### src/rtl/frr_pkg.sv
package frr_pkg;

   typedef enum logic [2:0] {
      MD_ARRAY     = 3'd0,
      MD_ERASE_ARM = 3'd1,
      MD_IDENT     = 3'd2,
      MD_BUSY      = 3'd3,
      MD_QUERY     = 3'd4
   } frr_mode_e;

   typedef enum logic [1:0] {
      SZ_1  = 2'd0,
      SZ_2  = 2'd1,
      SZ_4  = 2'd2,
      SZ_4X = 2'd3
   } frr_size_e;

   localparam logic [7:0] QRY_TABLE_LEN = 8'h52;
   localparam int         TOGGLE_BIT    = 6;
   localparam logic [15:0] ID_ABSENT    = 16'h00FF;

   function automatic int size_bytes(input logic [1:0] sz);
      case (sz)
         SZ_1:    return 1;
         SZ_2:    return 2;
         default: return 4;
      endcase
   endfunction

endpackage

### src/rtl/frr_lane_pack.sv
module frr_lane_pack #(
   parameter int LANES = 4
) (
   input  logic [8*LANES-1:0] raw_i,
   input  logic [1:0]         size_i,
   input  logic               big_end_i,
   output logic [8*LANES-1:0] word_o
);
   import frr_pkg::*;

   int nb;
   always_comb nb = size_bytes(size_i);

   for (genvar g = 0; g < LANES; g++) begin : g_lane
      logic [7:0] lane_b;
      always_comb begin
         lane_b = 8'h00;
         if (g < nb) begin
            if (big_end_i) lane_b = raw_i[8*(nb-1-g) +: 8];
            else           lane_b = raw_i[8*g +: 8];
         end
      end
      assign word_o[8*g +: 8] = lane_b;
   end

endmodule

### src/rtl/frr_cfi_rom.sv
module frr_cfi_rom #(
   parameter int SECT_BYTES = 512,
   parameter int NUM_SECT   = 8
) (
   input  logic [7:0] idx_i,
   output logic [7:0] byte_o
);
   localparam logic [15:0] SECT_M1   = 16'(NUM_SECT - 1);
   localparam logic [23:0] SECT_SZ   = 24'(SECT_BYTES);
   localparam logic [7:0]  SIZE_LOG2 = 8'($clog2(SECT_BYTES * NUM_SECT));

   always_comb begin
      case (idx_i)
         8'h10: byte_o = 8'h51;
         8'h11: byte_o = 8'h52;
         8'h12: byte_o = 8'h59;
         8'h13: byte_o = 8'h02;
         8'h15: byte_o = 8'h31;
         8'h1B: byte_o = 8'h27;
         8'h1C: byte_o = 8'h36;
         8'h1F: byte_o = 8'h07;
         8'h21: byte_o = 8'h09;
         8'h22: byte_o = 8'h0C;
         8'h23: byte_o = 8'h01;
         8'h25: byte_o = 8'h0A;
         8'h26: byte_o = 8'h0D;
         8'h27: byte_o = SIZE_LOG2;
         8'h28: byte_o = 8'h02;
         8'h2C: byte_o = 8'h01;
         8'h2D: byte_o = SECT_M1[7:0];
         8'h2E: byte_o = SECT_M1[15:8];
         8'h2F: byte_o = SECT_SZ[15:8];
         8'h30: byte_o = SECT_SZ[23:16];
         8'h31: byte_o = 8'h50;
         8'h32: byte_o = 8'h52;
         8'h33: byte_o = 8'h49;
         8'h34: byte_o = 8'h31;
         8'h35: byte_o = 8'h30;
         default: byte_o = 8'h00;
      endcase
   end

endmodule

### src/rtl/frr_status_tog.sv
module frr_status_tog (
   input  logic       clk,
   input  logic       rst_n,
   input  logic       ld_i,
   input  logic [7:0] din_i,
   input  logic       poll_i,
   output logic [7:0] stat_o
);
   import frr_pkg::*;

   always_ff @(posedge clk) begin
      if (!rst_n)      stat_o <= 8'h00;
      else if (ld_i)   stat_o <= din_i;
      else if (poll_i) stat_o[TOGGLE_BIT] <= ~stat_o[TOGGLE_BIT];
   end

endmodule

### src/rtl/frr_fast_mon.sv
module frr_fast_mon #(
   parameter int THRESH = 42
) (
   input  logic clk,
   input  logic rst_n,
   input  logic clr_i,
   input  logic tick_i,
   output logic fast_o
);
   localparam int CNT_W = $clog2(THRESH + 1);

   if (THRESH < 1) begin : g_chk_thresh
      $error("frr_fast_mon: THRESH must be at least 1");
   end

   logic [CNT_W-1:0] cnt_q;

   always_ff @(posedge clk) begin
      if (!rst_n) begin
         cnt_q  <= '0;
         fast_o <= 1'b1;
      end else if (clr_i) begin
         cnt_q  <= '0;
         fast_o <= 1'b0;
      end else if (tick_i && !fast_o) begin
         if (cnt_q == CNT_W'(THRESH - 1)) begin
            cnt_q  <= CNT_W'(THRESH);
            fast_o <= 1'b1;
         end else begin
            cnt_q <= cnt_q + 1'b1;
         end
      end
   end

endmodule

### src/rtl/frr_read_resp.sv
module frr_read_resp #(
   parameter int          BUS_BYTES   = 1,
   parameter int          SECT_BYTES  = 512,
   parameter int          NUM_SECT    = 8,
   parameter logic [15:0] ID0         = 16'h0001,
   parameter logic [15:0] ID1         = 16'h2210,
   parameter logic [15:0] ID2         = 16'h2212,
   parameter logic [15:0] ID3         = 16'h2201,
   parameter int          FAST_THRESH = 42,
   localparam int         OFF_W       = $clog2(SECT_BYTES * NUM_SECT)
) (
   input  logic             clk,
   input  logic             rst_n,
   input  logic             rd_req,
   input  logic [OFF_W-1:0] rd_off,
   input  logic [1:0]       rd_size,
   input  logic             big_end,
   input  logic [2:0]       mode,
   input  logic             wr_seen,
   input  logic             st_load,
   input  logic [7:0]       st_din,
   output logic [OFF_W-1:0] arr_addr,
   input  logic [31:0]      arr_rdata,
   output logic             rd_valid,
   output logic [31:0]      rd_data,
   output logic             fast_rd
);
   import frr_pkg::*;

   localparam int LANES = 4;

   if (!(BUS_BYTES == 1 || BUS_BYTES == 2 || BUS_BYTES == 4)) begin : g_chk_bus
      $error("frr_read_resp: BUS_BYTES must be 1, 2 or 4");
   end
   if (SECT_BYTES < 256 || (SECT_BYTES & (SECT_BYTES - 1)) != 0) begin : g_chk_sect
      $error("frr_read_resp: SECT_BYTES must be a power of two of at least 256");
   end
   if (NUM_SECT < 1 || NUM_SECT > 65536 || (NUM_SECT & (NUM_SECT - 1)) != 0) begin : g_chk_nsect
      $error("frr_read_resp: NUM_SECT must be a power of two from 1 to 65536");
   end

   logic [7:0]  q_idx;
   logic [31:0] arr_word;
   logic [7:0]  cfi_byte;
   logic [7:0]  stat_q;
   logic [31:0] sel_data;
   logic        busy_poll;
   logic        array_tick;

   if (BUS_BYTES == 4) begin : g_idx_x4
      assign q_idx = {2'b00, rd_off[7:2]};
   end else if (BUS_BYTES == 2) begin : g_idx_x2
      assign q_idx = {1'b0, rd_off[7:1]};
   end else begin : g_idx_x1
      assign q_idx = rd_off[7:0];
   end

   assign arr_addr = rd_off;

   frr_lane_pack #(.LANES(LANES)) i_pack (
      .raw_i     (arr_rdata),
      .size_i    (rd_size),
      .big_end_i (big_end),
      .word_o    (arr_word)
   );

   frr_cfi_rom #(.SECT_BYTES(SECT_BYTES), .NUM_SECT(NUM_SECT)) i_rom (
      .idx_i  (q_idx),
      .byte_o (cfi_byte)
   );

   assign busy_poll  = rd_req && (mode == MD_BUSY);
   assign array_tick = rd_req && (mode == MD_ARRAY);

   frr_status_tog i_stat (
      .clk    (clk),
      .rst_n  (rst_n),
      .ld_i   (st_load),
      .din_i  (st_din),
      .poll_i (busy_poll),
      .stat_o (stat_q)
   );

   frr_fast_mon #(.THRESH(FAST_THRESH)) i_fast (
      .clk    (clk),
      .rst_n  (rst_n),
      .clr_i  (wr_seen),
      .tick_i (array_tick),
      .fast_o (fast_rd)
   );

   always_comb begin
      sel_data = arr_word;
      case (mode)
         MD_IDENT: begin
            case (q_idx)
               8'h00: sel_data = {16'h0000, ID0};
               8'h01: sel_data = {16'h0000, ID1};
               8'h02: sel_data = 32'h0;
               8'h0E: if (ID2 != ID_ABSENT) sel_data = {16'h0000, ID2};
               8'h0F: if (ID3 != ID_ABSENT) sel_data = {16'h0000, ID3};
               default: sel_data = arr_word;
            endcase
         end
         MD_BUSY:  sel_data = {24'h0, stat_q};
         MD_QUERY: sel_data = (q_idx >= QRY_TABLE_LEN) ? 32'h0 : {24'h0, cfi_byte};
         default:  sel_data = arr_word;
      endcase
   end

   always_ff @(posedge clk) begin
      if (!rst_n) begin
         rd_valid <= 1'b0;
         rd_data  <= 32'h0;
      end else begin
         rd_valid <= rd_req;
         if (rd_req) rd_data <= sel_data;
      end
   end

endmodule

### config.mk
export PLATFORM = sky130hd
export DESIGN_NAME = frr_read_resp
export DESIGN_NICKNAME = d
export VERILOG_FILES = /design/src/rtl/frr_pkg.sv /design/src/rtl/frr_lane_pack.sv /design/src/rtl/frr_cfi_rom.sv /design/src/rtl/frr_status_tog.sv /design/src/rtl/frr_fast_mon.sv /design/src/rtl/frr_read_resp.sv
export SDC_FILE = /design/constraint.sdc
export NUM_CORES = 1
export LEC_CHECK = 0
export BUFFER_PORTS_ARGS = -buffer_cell sky130_fd_sc_hd__buf_4
export CAP_MARGIN = 20
export CORE_MARGIN = 5
export CORE_UTILIZATION = 52
export CTS_CLUSTER_SIZE = 30
export DETAILED_ROUTE_END_ITERATION = 7
export PLACE_DENSITY_LB_ADDON = 0.3
export REMOVE_ABC_BUFFERS = 1
export SYNTH_ARGS = -nofsm -noshare
export SYNTH_HDL_FRONTEND = slang
export SYNTH_SLANG_ARGS = --single-unit
export TNS_END_PERCENT = 30
### constraint.sdc
create_clock -name clk -period 3 [get_ports clk]
set_clock_uncertainty 0.15 [all_clocks]
set_input_delay 0.15 -clock clk [delete_from_list [all_inputs] [get_ports clk]]
set_output_delay 0.15 -clock clk [all_outputs]
set_load 0.005 [all_outputs]
**After elaboration in Yosys (flattened, before gate mapping)**

Memory sizes are Yosys's and may differ from the RTL's.
Cells that the tools add are included.

- Register bits after elaboration: 48
- Memory bits (read-only): 448
- Output and inout port bits: 46
- Word-level logic and storage cells: 64
- Memories kept: 1

- Add/sub/neg operators: 5
- Order comparisons: 5
- Equality and inequality tests: 9
- Shift-type cells: 4
- Multiplexer cells: 19
- Bitwise gates (word level): 2
- Reduce and logical (&&, ||, !) cells: 13

Memory list:

| memory | depth | width | rd ports | clocked after Yosys merged registers in | wr ports | line | text |
|---|---|---|---|---|---|---|---|
| (name not given) | 64 | 7 | 1 | 0 | 0 | frr_cfi_rom.sv:13 | `case (idx_i)` |

Operator list:

| kind | number |
|---|---|
| 32-bit one-hot mux with 5 select lines | 1 |
| 32-bit by 32-bit indexed part select with 8-bit output | 4 |
| 32-bit one-hot mux with 3 select lines | 1 |
| 8-bit 2-to-1 mux | 10 |
| 29-bit by 3-bit subtractor with 29-bit output, second input constant | 2 |
| 29-bit by 2-bit subtractor with 29-bit output, second input constant | 1 |
| 8-bit by 4-bit equality test with 1-bit output, second input constant | 2 |
| 8-bit by 1-bit equality test with 1-bit output, second input constant | 1 |
| 8-bit by 2-bit equality test with 1-bit output, second input constant | 1 |
| 8-bit by 7-bit greater-or-equal comparator with 1-bit output, second input constant | 1 |
| 8-bit logical NOT | 1 |
| 6-bit by 1-bit adder with 6-bit output, second input constant | 1 |
| 3-bit by 2-bit equality test with 1-bit output, second input constant | 2 |
| 6-bit equality test, second input constant | 1 |
| 1-bit by 3-bit less-than comparator with 1-bit output, first input constant | 2 |
| 2-bit by 3-bit less-than comparator with 1-bit output, first input constant | 2 |
| 6-bit 2-to-1 mux | 1 |
| 3-bit one-hot mux with 2 select lines | 1 |
| 2-bit nonzero test | 3 |
| 1-bit 2-to-1 mux | 5 |
| 2-bit logical NOT | 2 |
| 3-bit by 1-bit subtractor with 4-bit output, second input constant | 1 |
| 3-bit equality test, second input constant | 1 |
| 1-bit logical AND | 3 |
| 6 further kinds | 7 |

**Longest topological paths before layout**

Gate-level depths: netlist of run 1.

- Depth after elaboration: 9
- Mapped depth: 9

**Modules after synthesis**

A second synthesis of run 1 with hierarchy kept.

- Cells, all modules: 444
- Area, all modules: 3662.3 µm²

By module, submodules not included:

| module | instances | cells each | area an instance (µm²) | seq. area each (µm²) |
|---|---|---|---|---|
| frr_read_resp | 1 | 161 | 1524.0 | 660.6 |
| frr_lane_pack | 1 | 151 | 1021.0 | 0.0 |
| frr_cfi_rom | 1 | 67 | 451.7 | 0.0 |
| frr_fast_mon | 1 | 39 | 355.3 | 140.1 |
| frr_status_tog | 1 | 26 | 310.3 | 160.2 |

**Least setup slack after synthesis of run 1**

Ideal clock, no wire load.

- Path type: input-to-reg
- From: input port rd_size[0]
- To: register rd_data[4]
- Library setup time: 0.119 ns
- Arrival time: 2.115 ns
- Required time: 2.731 ns
- Setup slack: 0.617 ns
- Stages: 8
- Path buffers: 1
- Cell sequence: nor2b_1 > inv_1 > ha_1 > buf_1 > mux4_2 > a222oi_1 > a21oi_1 > o221a_1

- Cells in the longest elaborated chain, start to end: 8

RTL lines:

| element | line | text |
|---|---|---|
| start: declaration | frr_read_resp.sv:16 | `input logic [1:0] rd_size,` |
| 2-bit by 1-bit equality test with 1-bit output / 2-bit logical NOT (equally long branches) | frr_pkg.sv:23 | `case (sz)` |
| 3-bit one-hot mux with 2 select lines (*) | frr_pkg.sv:23 |  |
| 3-bit by 1-bit subtractor with 4-bit output | frr_lane_pack.sv:19 | `if (big_end_i) lane_b = raw_i[8*(nb-1-g) +: 8];` |
| 32-bit by 32-bit indexed part select with 8-bit output | frr_lane_pack.sv:19 |  |
| 8-bit 2-to-1 mux | frr_lane_pack.sv:19 |  |
| 8-bit 2-to-1 mux (*) | frr_lane_pack.sv:18 | `if (g < nb) begin` |
| 32-bit one-hot mux with 5 select lines | frr_read_resp.sv:96 | `case (q_idx)` |
| 32-bit one-hot mux with 3 select lines (*) | frr_read_resp.sv:94 | `case (mode)` |
| end signal: assignment | frr_read_resp.sv:117 | `if (rd_req) rd_data <= sel_data;` |
| end: declaration | frr_read_resp.sv:25 | `output logic [31:0] rd_data,` |

Mark *: on every way between the ends. The rest lies on a longest branch, timed or not.
A chain may end at the register's enable or synchronous reset.

**Worst setup path in the final report of run 1**

- From: input port rd_size[1]
- To: register rd_data[1]

The elaborated chain is that of the path after synthesis.

==> results.py, run 1 <==
metrics = {
    "grt": {
        "grt_max_degree": 30,
        "overflow": 0,
        "grt_pass1_vias": 3485,
        "grt_pass1_wl_um": 17100,
        "antenna_found_initial": 0,
        "grt_usage_pct": 24.7,
    },
    "routing": {
        "final_antenna_net_count": 0,
        "drc": 0,
        "avgRoutedWirePerCell_um": 17.8,
        "finalWirelength_um": 10300,
        "dr_total_vias": 3491,
        "drt_first_pass_iters": 5,
        "vias_per_cell": 6.03,
        "drt_iter0_markers": 184,
    },
    "sta": {
        "setup_viol": 0,
        "slew_headroom_pct": 62.8,
        "fin_ws_ns": 0.718,
        "period_share_pct": 76.1,
        "worst_pin_slew_ns": 0.556,
        "hold_viol": 0,
        "min_period_ns": 2.28,
        "slew_violations": 0,
        "fmax_ghz": 0.438,
        "fin_setup_tns_ns": 0,
        "rsz0062_at_grt": "false",
    },
    "critical_path": {
        "worstReg2RegStart": "i_fast.fast_o",
        "r2r_cells": 5,
        "worst_setup_path_end_kind": "register",
        "cpMostUsedCell": "a22oi_1",
        "cp.required_ns": 3.11,
        "reg2reg_to": "i_fast.cnt_q[5]",
        "crit_chain": "buf_4 > nor2_4 > inv_1 > ha_1 > or4b_1 > o21ai_0 > a22oi_1 > a22oi_1 > o221a_1",
        "slowest_stage": "or4b_1",
        "cp.arrival_ns": 2.39,
        "cp-startpoint": "rd_size[1]",
        "path_max_fanout": 13,
        "r2r_slack_ns": 1.58,
        "cp_num_cells": 9,
        "path_class": "in2reg",
        "crit_end": "rd_data[1]",
        "critPathLaunchType": "primary input",
        "cpPeakStageDelay_ns": 0.53,
        "cp_top_family": "simple AND/OR/NAND/NOR gates",
        "cp_num_buf_inv": 2,
    },
    "floorplanning": {
        "core-area_mm2": 0.00635,
        "rows": 29,
        "die_x_um": 90.8,
        "ios": 109,
        "dieArea_mm2": 0.00825,
        "die_h_um": 90.8,
        "initial_core_util_pct": 53.5,
    },
    "power": {
        "fin_total_pwr_w": 0.00170,
        "share_seq_of_total_power_pct": 40.2,
        "power.leakage_nw": 1.91,
        "ir_drop_mv": 0.296,
        "p_comb_share_pct": 26.4,
        "powerDensity_mw_per_mm2": 382,
        "power.internal_w": 0.00123,
        "switchingPower_w": 0.000473,
        "swShare_pct": 27.7,
        "clkPwrFrac_pct": 33.3,
    },
    "synthesis": {
        "async_flop_share_pct": 0,
        "synthCells": 402,
        "synth-xor-area-share_pct": 1.81,
        "ys_types": 66,
        "synth_top_area_share_pct": 28.3,
        "synth_mux_area_share_pct": 9.40,
        "synth-simple-area-share_pct": 21.9,
        "yosysTopAreaCell": "dfxtp_1",
        "synth_most_common_cell": "dfxtp_1",
        "synth_commonest_cells": "48 x dfxtp_1, 38 x nand2_1, 28 x nor2_1",
        "synthAdderAreaFrac_pct": 3.68,
        "synthTopCellsByArea": "dfxtp_1 28%, a22oi_1 5.1%, mux2i_1 4.4%",
        "synth_compound_area_share_pct": 26.4,
        "netlist_area_mm2": 0.00340,
        "synth-edff-count": 0,
        "synth_flop_cell": "dfxtp_1",
        "syn_area_per_cell_um2": 8.45,
        "ys_ff_latch": 48,
        "ys_seq_area_share_pct": 28.3,
        "synth_top_family_by_area": "compound AO/OA/AOI/OAI gates",
        "ys_warn_count": 0,
    },
    "cells_and_area": {
        "syn2layout_area_growth_pct": 31.5,
        "final_area_mm2": 0.00446,
        "fin_util_pct": 70.3,
        "fin_nets": 574,
        "antenna_cells": 0,
        "drive_gt1_share_pct": 29.7,
    },
    "status": {
        "status": "finished clean",
    },
    "cts": {
        "clk_pin_slew_ns": 0.10,
        "tritoncts": "done",
        "root_buffer": "clkbuf_8",
        "cts_setup_buffers": 0,
        "htree_num_levels": 2,
        "cts_made_buffers": 5,
        "clkSinkCount": 48,
        "clock_latency_ns": 0.30,
        "cts_buffer_depth": 2,
    },
    "flow_run": {
        "drv_cap": 0,
    },
    "placed_design": {
        "hpwl_um": 7390,
        "gp_congestion": 0.890,
        "placed_area_mm2": 0.00404,
        "place_ws_ns": 0.438,
        "io_buffer_count": 100,
    },
    "hold_path": {
        "hp-class": "in2reg",
        "worstHoldStart": "rst_n",
    },
}
## cell usage in the layout, fill, tap and decap left out, drive strengths merged, types with 14 or more instances in the layout
master / n
a21oi: 16
a22oi: 23
buf: 104
dfxtp: 48
dlygate4sd3: 29
inv: 15
mux2i: 15
nand2: 38
nor2: 29
nor2b: 14
o21ai: 35
## routing by layer
metal | vias up | track usage [%] | wire length, um
li1 | 1655 | - | -
met4 | 0 | 7.95 | 173
met1 | 1633 | 31.0 | 4300
met3 | 19 | 5.92 | 842
met5 | - | 0 | 0
met2 | 184 | 41.5 | 4980
## area by class of cell
type / instances / area, um2
clock buffers: 5 / 68.8
clock inverters: 3 / 68.8
fillers: 484 / 1890
inverters: 14 / 52.6
multi-input cells: 299 / 2150
flip-flops and latches: 48 / 961
well taps: 77 / 96.3
repair buffers: 133 / 1070
## power by group through the flow
| stage | logic, W | clock network, W | registers [W] |
|---|---|---|---|
| CTS | 0.000444 | 0.000581 | 0.000685 |
| detailed placement | 0.000408 | 0 | 0.000700 |
| finish | 0.000451 | 0.000568 | 0.000686 |
| global route | 0.000491 | 0.000601 | 0.000689 |
| global placement | 0.000401 | 0 | 0.000700 |
| floorplan | 0.000200 | 0 | 0.000698 |
## how the worst min path moves through the flow
stage | end | slack, ns | cells after the start
floorplan | i_fast.fast_o | 0.08 | 1
global route | rd_data[23] | 0.006 | 3
finish | i_fast.fast_o | 0.005 | 2
CTS | rd_data[21] | 0.0004 | 3
global placement | arr_addr[10] | 0.15 | 0
detailed placement | arr_addr[10] | 0.15 | 0
## flip-flops by register name, indices dropped and copies added (netlist names)
name           cells
rd_data           32
i_stat.stat_o      8
i_fast.cnt_q       6
i_fast.fast_o      1
rd_valid           1
## metrics by stage
stage               instances  hold WS, ns
finish                    579      0.00539
global route              579      0.00645
CTS                       579     0.000416
detailed placement        542        0.150
global placement          542        0.150
floorplan                 361       0.0762
## kinds of logic (layout without fill, tap and decap cells)
family,count (synthesis),in the layout
compound gates,122,122
fa+ha+maj,10,10
xor+xnor,7,7
buf+inv,55,155
flops,48,48
mux,24,24
simple gates,136,136
## worst register-to-register path, delay by kind of cell, from the launching register on
kind,cells,cell delay [ns]
DFF,1,0.34
and+or+nand+nor,4,0.72
xor gates and xnor gates,1,0.17
## what timing repair did
action,CTS,global route
hold buffers,29,0
endpoints found under the hold margin,20,0
gates resized for setup,0,0
(Power assumes the default switching activity.)
==> run 2: changes to the inputs <==
--- a/config.mk
+++ b/config.mk
@@ -5,6 +5,7 @@
 export SDC_FILE = /design/constraint.sdc
 export NUM_CORES = 1
 export LEC_CHECK = 0
+export ABC_AREA = 1
 export BUFFER_PORTS_ARGS = -buffer_cell sky130_fd_sc_hd__buf_4
 export CAP_MARGIN = 20
 export CORE_MARGIN = 5
==> constraint.sdc (replaced) <==
create_clock -name clk -period 2.13 [get_ports clk]
set_clock_uncertainty 0.15 [all_clocks]
set_input_delay 0.1065 -clock clk [delete_from_list [all_inputs] [get_ports clk]]
set_output_delay 0.1065 -clock clk [all_outputs]
set_load 0.005 [all_outputs]
==> run 2 against run 1 <==
  * Global-route usage shrank 1.0 points
  * Non-clock buffer count shrank 11
  * Clock power up 22%
  * Die area is 2.6% higher
  * Worst hold slack better by 0.032 ns
  * Worst setup slack worse by 0.56 ns
  * Combinational power up 39%
  * Power grew 34%
  * Wire length down 0.23%
  * Critical path depth shrank 2
  * Utilization down 1.0 points
  * Sequential power grew 41%
  * Critical path type unchanged
  * Critical endpoint is now i_fast.fast_o
==> results.py, run 2 <==
metrics = {
    "synthesis": {
        "yosysTopAreaCell": "dfxtp_1",
        "netlist_area_mm2": 0.00350,
        "synthCells": 537,
        "synth_flop_cell": "dfxtp_1",
        "synthTopCellsByArea": "dfxtp_1 27%, nand2_1 12%, a21oi_1 7.9%",
        "synth_commonest_cells": "111 x nand2_1, 56 x inv_1, 55 x a21oi_1, 55 x o21ai_0, 48 x dfxtp_1",
        "ys_types": 39,
        "ys_seq_area_share_pct": 27.5,
        "synth-edff-count": 0,
        "synth_top_area_share_pct": 27.5,
        "ys_warn_count": 0,
        "syn_area_per_cell_um2": 6.51,
        "ys_ff_latch": 48,
        "synth_most_common_cell": "nand2_1",
        "async_flop_share_pct": 0,
    },
    "routing": {
        "topRoutingLayerUsed": "met4",
        "wl_met3_um": 807,
        "finalWirelength_um": 10300,
        "final_antenna_net_count": 0,
        "vias_per_cell": 5.46,
        "wl_met1_um": 4290,
        "drc": 0,
        "avgRoutedWirePerCell_um": 14.4,
        "drt_first_pass_iters": 5,
        "drt_iter0_markers": 188,
        "dr_total_vias": 3882,
        "routed-wl-met2_um": 5020,
    },
    "flow_run": {
        "drv_cap": 0,
    },
    "critical_path": {
        "cp.required_ns": 2.24,
        "reg2reg_to": "i_fast.fast_o",
        "worstReg2RegStart": "i_fast.fast_o",
        "cp.arrival_ns": 2.08,
        "worst_setup_path_end_kind": "register",
        "path_max_fanout": 17,
        "r2r_slack_ns": 0.20,
        "path_class": "in2reg",
        "critPathLaunchType": "primary input",
        "r2r_cells": 6,
    },
    "power": {
        "ir_drop_mv": 0.305,
        "power.leakage_nw": 2.06,
        "fin_total_pwr_w": 0.00229,
        "powerDensity_mw_per_mm2": 512,
    },
    "hold_path": {
        "holdPathStages": 5,
        "hold_end": "rd_data[16]",
        "hp-class": "in2reg",
        "worstHoldStart": "arr_rdata[8]",
    },
    "cells_and_area": {
        "drive_gt1_share_pct": 24.4,
        "mostFrequentLayoutCells": "111 x nand2_1, 103 x buf_4, 56 x inv_1",
        "layout_commonest_cell": "nand2_1",
        "fin_nets": 706,
        "largest_reg_flops": 32,
        "reg.largest.list": "rd_data: 32 flops, i_stat.stat_o: 8 flops, i_fast.cnt_q: 6 flops",
        "syn2layout_area_growth_pct": 28.0,
        "regMostFlops": "rd_data",
        "antenna_cells": 0,
    },
    "sta": {
        "fmax_ghz": 0.508,
        "setup_viol": 0,
        "min_period_ns": 1.97,
        "worst_pin_slew_ns": 0.614,
        "hold_viol": 0,
        "period_share_pct": 92.4,
        "slew_headroom_pct": 59.0,
        "rsz0062_at_grt": "false",
        "slew_violations": 0,
        "hold-worst-slack_ns": 0.0376,
        "fin_setup_tns_ns": 0,
    },
    "placed_design": {
        "gp_congestion": 0.953,
        "hpwl_um": 7760,
        "io_buffer_count": 100,
    },
    "cts": {
        "cts_resized": 0,
        "cts_made_buffers": 5,
        "clkSinkCount": 48,
        "clk_pin_slew_ns": 0.10,
        "tritoncts": "done",
        "cts_buffer_depth": 2,
        "clock_latency_ns": 0.31,
        "root_buffer": "clkbuf_8",
        "cts_setup_buffers": 0,
        "htree_num_levels": 2,
    },
    "floorplanning": {
        "dieArea_mm2": 0.00846,
        "ios": 109,
        "die_x_um": 92.0,
        "rows": 29,
        "initial_core_util_pct": 54.1,
        "core-area_mm2": 0.00646,
        "die_h_um": 92.0,
    },
    "grt": {
        "grt_pass1_wl_um": 16600,
        "overflow": 0,
        "antenna_found_initial": 0,
        "grt_pass1_vias": 3578,
        "grt_usage_pct": 23.7,
        "grt_max_degree": 28,
    },
    "status": {
        "status": "finished clean",
    },
}
-- run 2: worst max path at each step --
stage	start	to	slack [ns]	cells past startpoint
global route	i_fast.fast_o	i_fast.fast_o	0.07	6
global placement	rd_size[1]	rd_data[4]	0.23	12
CTS	rd_req	i_fast.fast_o	0.23	7
finish	rd_req	i_fast.fast_o	0.16	7
floorplan	rd_size[1]	rd_data[1]	0.51	13
detailed placement	rd_size[1]	rd_data[1]	0.12	14
-- run 2: cell type report --
cell class                 instances  area [um2]
clock inverter                     3        47.5
timing repair buffer             122         963
clock buffer                       5        68.8
fill                             573        1990
multi-input combinational        391        2090
sequential                        48         961
inverter                          65         244
tap                               77        96.3
-- run 2: power breakdown --
| part | leakage (nW) | switching (W) | total (W) | internal (W) |
|---|---|---|---|---|
| Sequential | 0.393 | 0.0000263 | 0.000968 | 0.000941 |
| Clock | 0.0583 | 0.000340 | 0.000694 | 0.000354 |
| Combinational | 1.61 | 0.000351 | 0.000627 | 0.000276 |
| Total | 2.06 | 0.000717 | 0.00229 | 0.00157 |
-- run 2: cell families after synthesis --
logic type                 Yosys count  synth area share, %
xor gates and xnor gates             2                0.501
DFF                                 48                 27.5
and+or+nand+nor                    230                 31.4
buffers and inverters               98                 12.7
adders and majority gates           10                 3.58
AOI/OAI and AO/OA                  149                 24.4
-- run 2: layer usage --
metal,vias to the layer above,GRT usage (%)
met1,1721,29.1
met3,16,5.40
met4,0,7.43
li1,1956,-
met2,189,40.9
met5,-,0
-- run 2: what timing repair did --
item | CTS | global route
hold endpoints to repair | 19 | 0
endpoints found under the setup margin | 0 | 0
hold buffers | 19 | 0
-- run 2: per-stage QoR --
stage          setup slack, ns  cell area, um2  std cells  util [%]
6_report                 0.161            4470        711      69.3
5_1_grt                 0.0729            4470        711      69.3
4_1_cts                  0.232            4470        711      69.3
3_5_place_dp             0.122            4170        684      64.5
3_3_place_gp             0.227            4170        684      64.5
2_1_floorplan            0.511            3300        504         -
-- run 2: critical path, stage by stage --
cell and delay [ns]:
dlygate4sd3_1 0.53, buf_4 0.23, nand3_1 0.27, nor2_1 0.18, nor2_1 0.05, o21ai_0 0.14, dlygate4sd3_1 0.56
==> run 3: changes to the inputs <==
--- a/config.mk
+++ b/config.mk
@@ -9,11 +9,12 @@
 export BUFFER_PORTS_ARGS = -buffer_cell sky130_fd_sc_hd__buf_4
 export CAP_MARGIN = 20
 export CORE_MARGIN = 5
-export CORE_UTILIZATION = 52
+export CORE_UTILIZATION = 45
 export CTS_CLUSTER_SIZE = 30
 export DETAILED_ROUTE_END_ITERATION = 7
 export PLACE_DENSITY_LB_ADDON = 0.3
 export REMOVE_ABC_BUFFERS = 1
+export SLEW_MARGIN = 10
 export SYNTH_ARGS = -nofsm -noshare
 export SYNTH_HDL_FRONTEND = slang
 export SYNTH_SLANG_ARGS = --single-unit
==> constraint.sdc (replaced) <==
create_clock -name clk -period 2.1 [get_ports clk]
set_clock_uncertainty 0.15 [all_clocks]
set_input_delay 0.105 -clock clk [delete_from_list [all_inputs] [get_ports clk]]
set_output_delay 0.105 -clock clk [all_outputs]
set_load 0.005 [all_outputs]
==> run 3 against run 2 <==
  * Final cell count increased by 3.8%
  * Worst setup slack improved by 0.018 ns
  * Worst hold slack got worse by 0.0027 ns
  * Global-route usage decreased by 3.1 points
  * Clock power decreased by 15%
  * Non-clock buffer count increased by 2
  * Via count increased by 0.13%
  * Utilization decreased by 10 points
  * Combinational power increased by 2%
  * Die area increased by 14%
==> results.py, run 3 (synthesized netlist as in run 2, its figures left out) <==
metrics = {
    "cells_and_area": {
        "syn2layout_area_growth_pct": 28.8,
        "largest_reg_flops": 32,
        "regMostFlops": "rd_data",
        "antenna_cells": 0,
        "reg.largest.list": "rd_data: 32 flops, i_stat.stat_o: 8 flops, i_fast.cnt_q: 6 flops",
        "n_fill_cell": 748,
        "drive_gt1_share_pct": 24.5,
        "layout_commonest_cell": "nand2_1",
        "mostFrequentLayoutCells": "111 x nand2_1, 104 x buf_4, 56 x inv_1",
        "fin_nets": 708,
    },
    "routing": {
        "drc": 0,
        "drt_iter0_markers": 170,
        "vias_per_cell": 5.27,
        "drt_first_pass_iters": 5,
        "routed-wl-met2_um": 5020,
        "dr_total_vias": 3887,
        "topRoutingLayerUsed": "met4",
        "finalWirelength_um": 10300,
        "wl_met3_um": 624,
        "avgRoutedWirePerCell_um": 13.9,
        "wl_met1_um": 4410,
        "final_antenna_net_count": 0,
    },
    "hold_path": {
        "hold_end": "rd_data[16]",
        "hp-class": "in2reg",
        "holdPathStages": 5,
        "worstHoldStart": "arr_rdata[8]",
    },
    "cts": {
        "root_buffer": "clkbuf_8",
        "tritoncts": "done",
        "cts_resized": 0,
        "clock_latency_ns": 0.30,
        "htree_num_levels": 2,
        "cts_setup_buffers": 0,
        "hold_buffers": 20,
        "clk_pin_slew_ns": 0.09,
        "cts_buffer_depth": 2,
        "cts_made_buffers": 5,
        "clkSinkCount": 48,
    },
    "critical_path": {
        "worstReg2RegStart": "i_fast.fast_o",
        "path_class": "in2reg",
        "cpPeakStageDelay_ns": 0.56,
        "worst_setup_path_end_kind": "register",
        "reg2reg_to": "i_fast.fast_o",
        "r2r_cells": 6,
        "slowest_stage": "dlygate4sd3_1",
        "cp.required_ns": 2.20,
        "cp_top_family": "buffers and inverters",
        "r2r_slack_ns": 0.23,
        "cp_num_buf_inv": 3,
        "crit_chain": "dlygate4sd3_1 > buf_4 > nand3_1 > nor2_1 > nor2_1 > o21ai_0 > dlygate4sd3_1",
        "cp.arrival_ns": 2.02,
        "cp-startpoint": "rd_req",
        "critPathLaunchType": "primary input",
        "path_max_fanout": 17,
    },
    "power": {
        "power.leakage_nw": 2.06,
        "p_comb_share_pct": 28.8,
        "clkPwrFrac_pct": 26.8,
        "power.internal_w": 0.00150,
        "ir_drop_mv": 0.311,
        "share_seq_of_total_power_pct": 44.4,
        "powerDensity_mw_per_mm2": 491,
        "fin_total_pwr_w": 0.00221,
        "swShare_pct": 32.0,
        "switchingPower_w": 0.000707,
    },
    "grt": {
        "grt_pass1_wl_um": 16700,
        "overflow": 0,
        "antenna_found_initial": 0,
        "grt_max_degree": 28,
        "grt_pass1_vias": 3598,
        "grt_usage_pct": 20.6,
    },
    "sta": {
        "slew_headroom_pct": 67.0,
        "worst_pin_slew_ns": 0.494,
        "fin_setup_tns_ns": 0,
        "min_period_ns": 1.92,
        "fmax_ghz": 0.521,
        "hold_viol": 0,
        "period_share_pct": 91.4,
        "rsz0062_at_grt": "false",
        "setup_viol": 0,
        "slew_violations": 0,
    },
    "placed_design": {
        "hpwl_um": 8040,
        "gp_congestion": 0.881,
        "io_buffer_count": 100,
    },
    "floorplanning": {
        "initial_core_util_pct": 45.7,
        "die_h_um": 98.1,
        "ios": 109,
        "rows": 32,
        "dieArea_mm2": 0.00963,
        "die_x_um": 98.1,
        "core-area_mm2": 0.00765,
    },
    "flow_run": {
        "drv_cap": 0,
    },
    "status": {
        "status": "finished clean",
    },
}
[run 3: final cells by class]
class                           count  area, um2  share of cell area [%]
Inverter                           65        244                    5.42
Multi-Input combinational cell    391       2090                    46.5
Clock inverter                      2       15.0                   0.333
Timing Repair Buffer              124        981                    21.8
Sequential cell                    48        961                    21.3
Clock buffer                        6       82.6                    1.83
Tap cell                          102        128                    2.83
[run 3: stage by stage]
stage	utilization, %	instance area [um2]	hold slack [ns]	std cells	worst slack (ns)
floorplan	-	3300	0.0312	504	0.483
global placement	55.0	4210	0.0600	710	0.188
detailed placement	55.0	4210	0.0600	710	0.114
CTS	58.9	4500	0.0278	738	0.191
global route	58.9	4500	0.0600	738	0.0228
finish	58.9	4500	0.0349	738	0.180
[run 3: how the worst max path moves through the flow]
stage	end	slack [ns]	cells after the start
after CTS	i_fast.fast_o	0.19	7
after detailed placement	rd_data[3]	0.11	11
after floorplan	rd_data[1]	0.48	13
final	i_fast.fast_o	0.18	7
after global placement	rd_data[1]	0.19	14
after global routing	i_fast.fast_o	0.02	7
[run 3: routing by layer]
layer	GRT usage, %	up-vias
li1	-	1954
met1	25.3	1776
met2	36.2	140
met3	4.14	17
met4	6.30	0
met5	0	-
[run 3: worst reg2reg max path, delay by kind of cell, from the launching register on]
family,cells,cell delay (ns)
compound gates,1,0.12
buf+inv,1,0.56
flops,1,0.35
simple gates,4,0.64
[run 3: power by group through the flow]
stage	logic, W	registers (W)	clock network, W
finish	0.000637	0.000982	0.000593
global route	0.000707	0.000987	0.000632
CTS	0.000632	0.000982	0.000600
detailed placement	0.000598	0.00100	0
global placement	0.000596	0.00100	0
floorplan	0.000317	0.000999	0
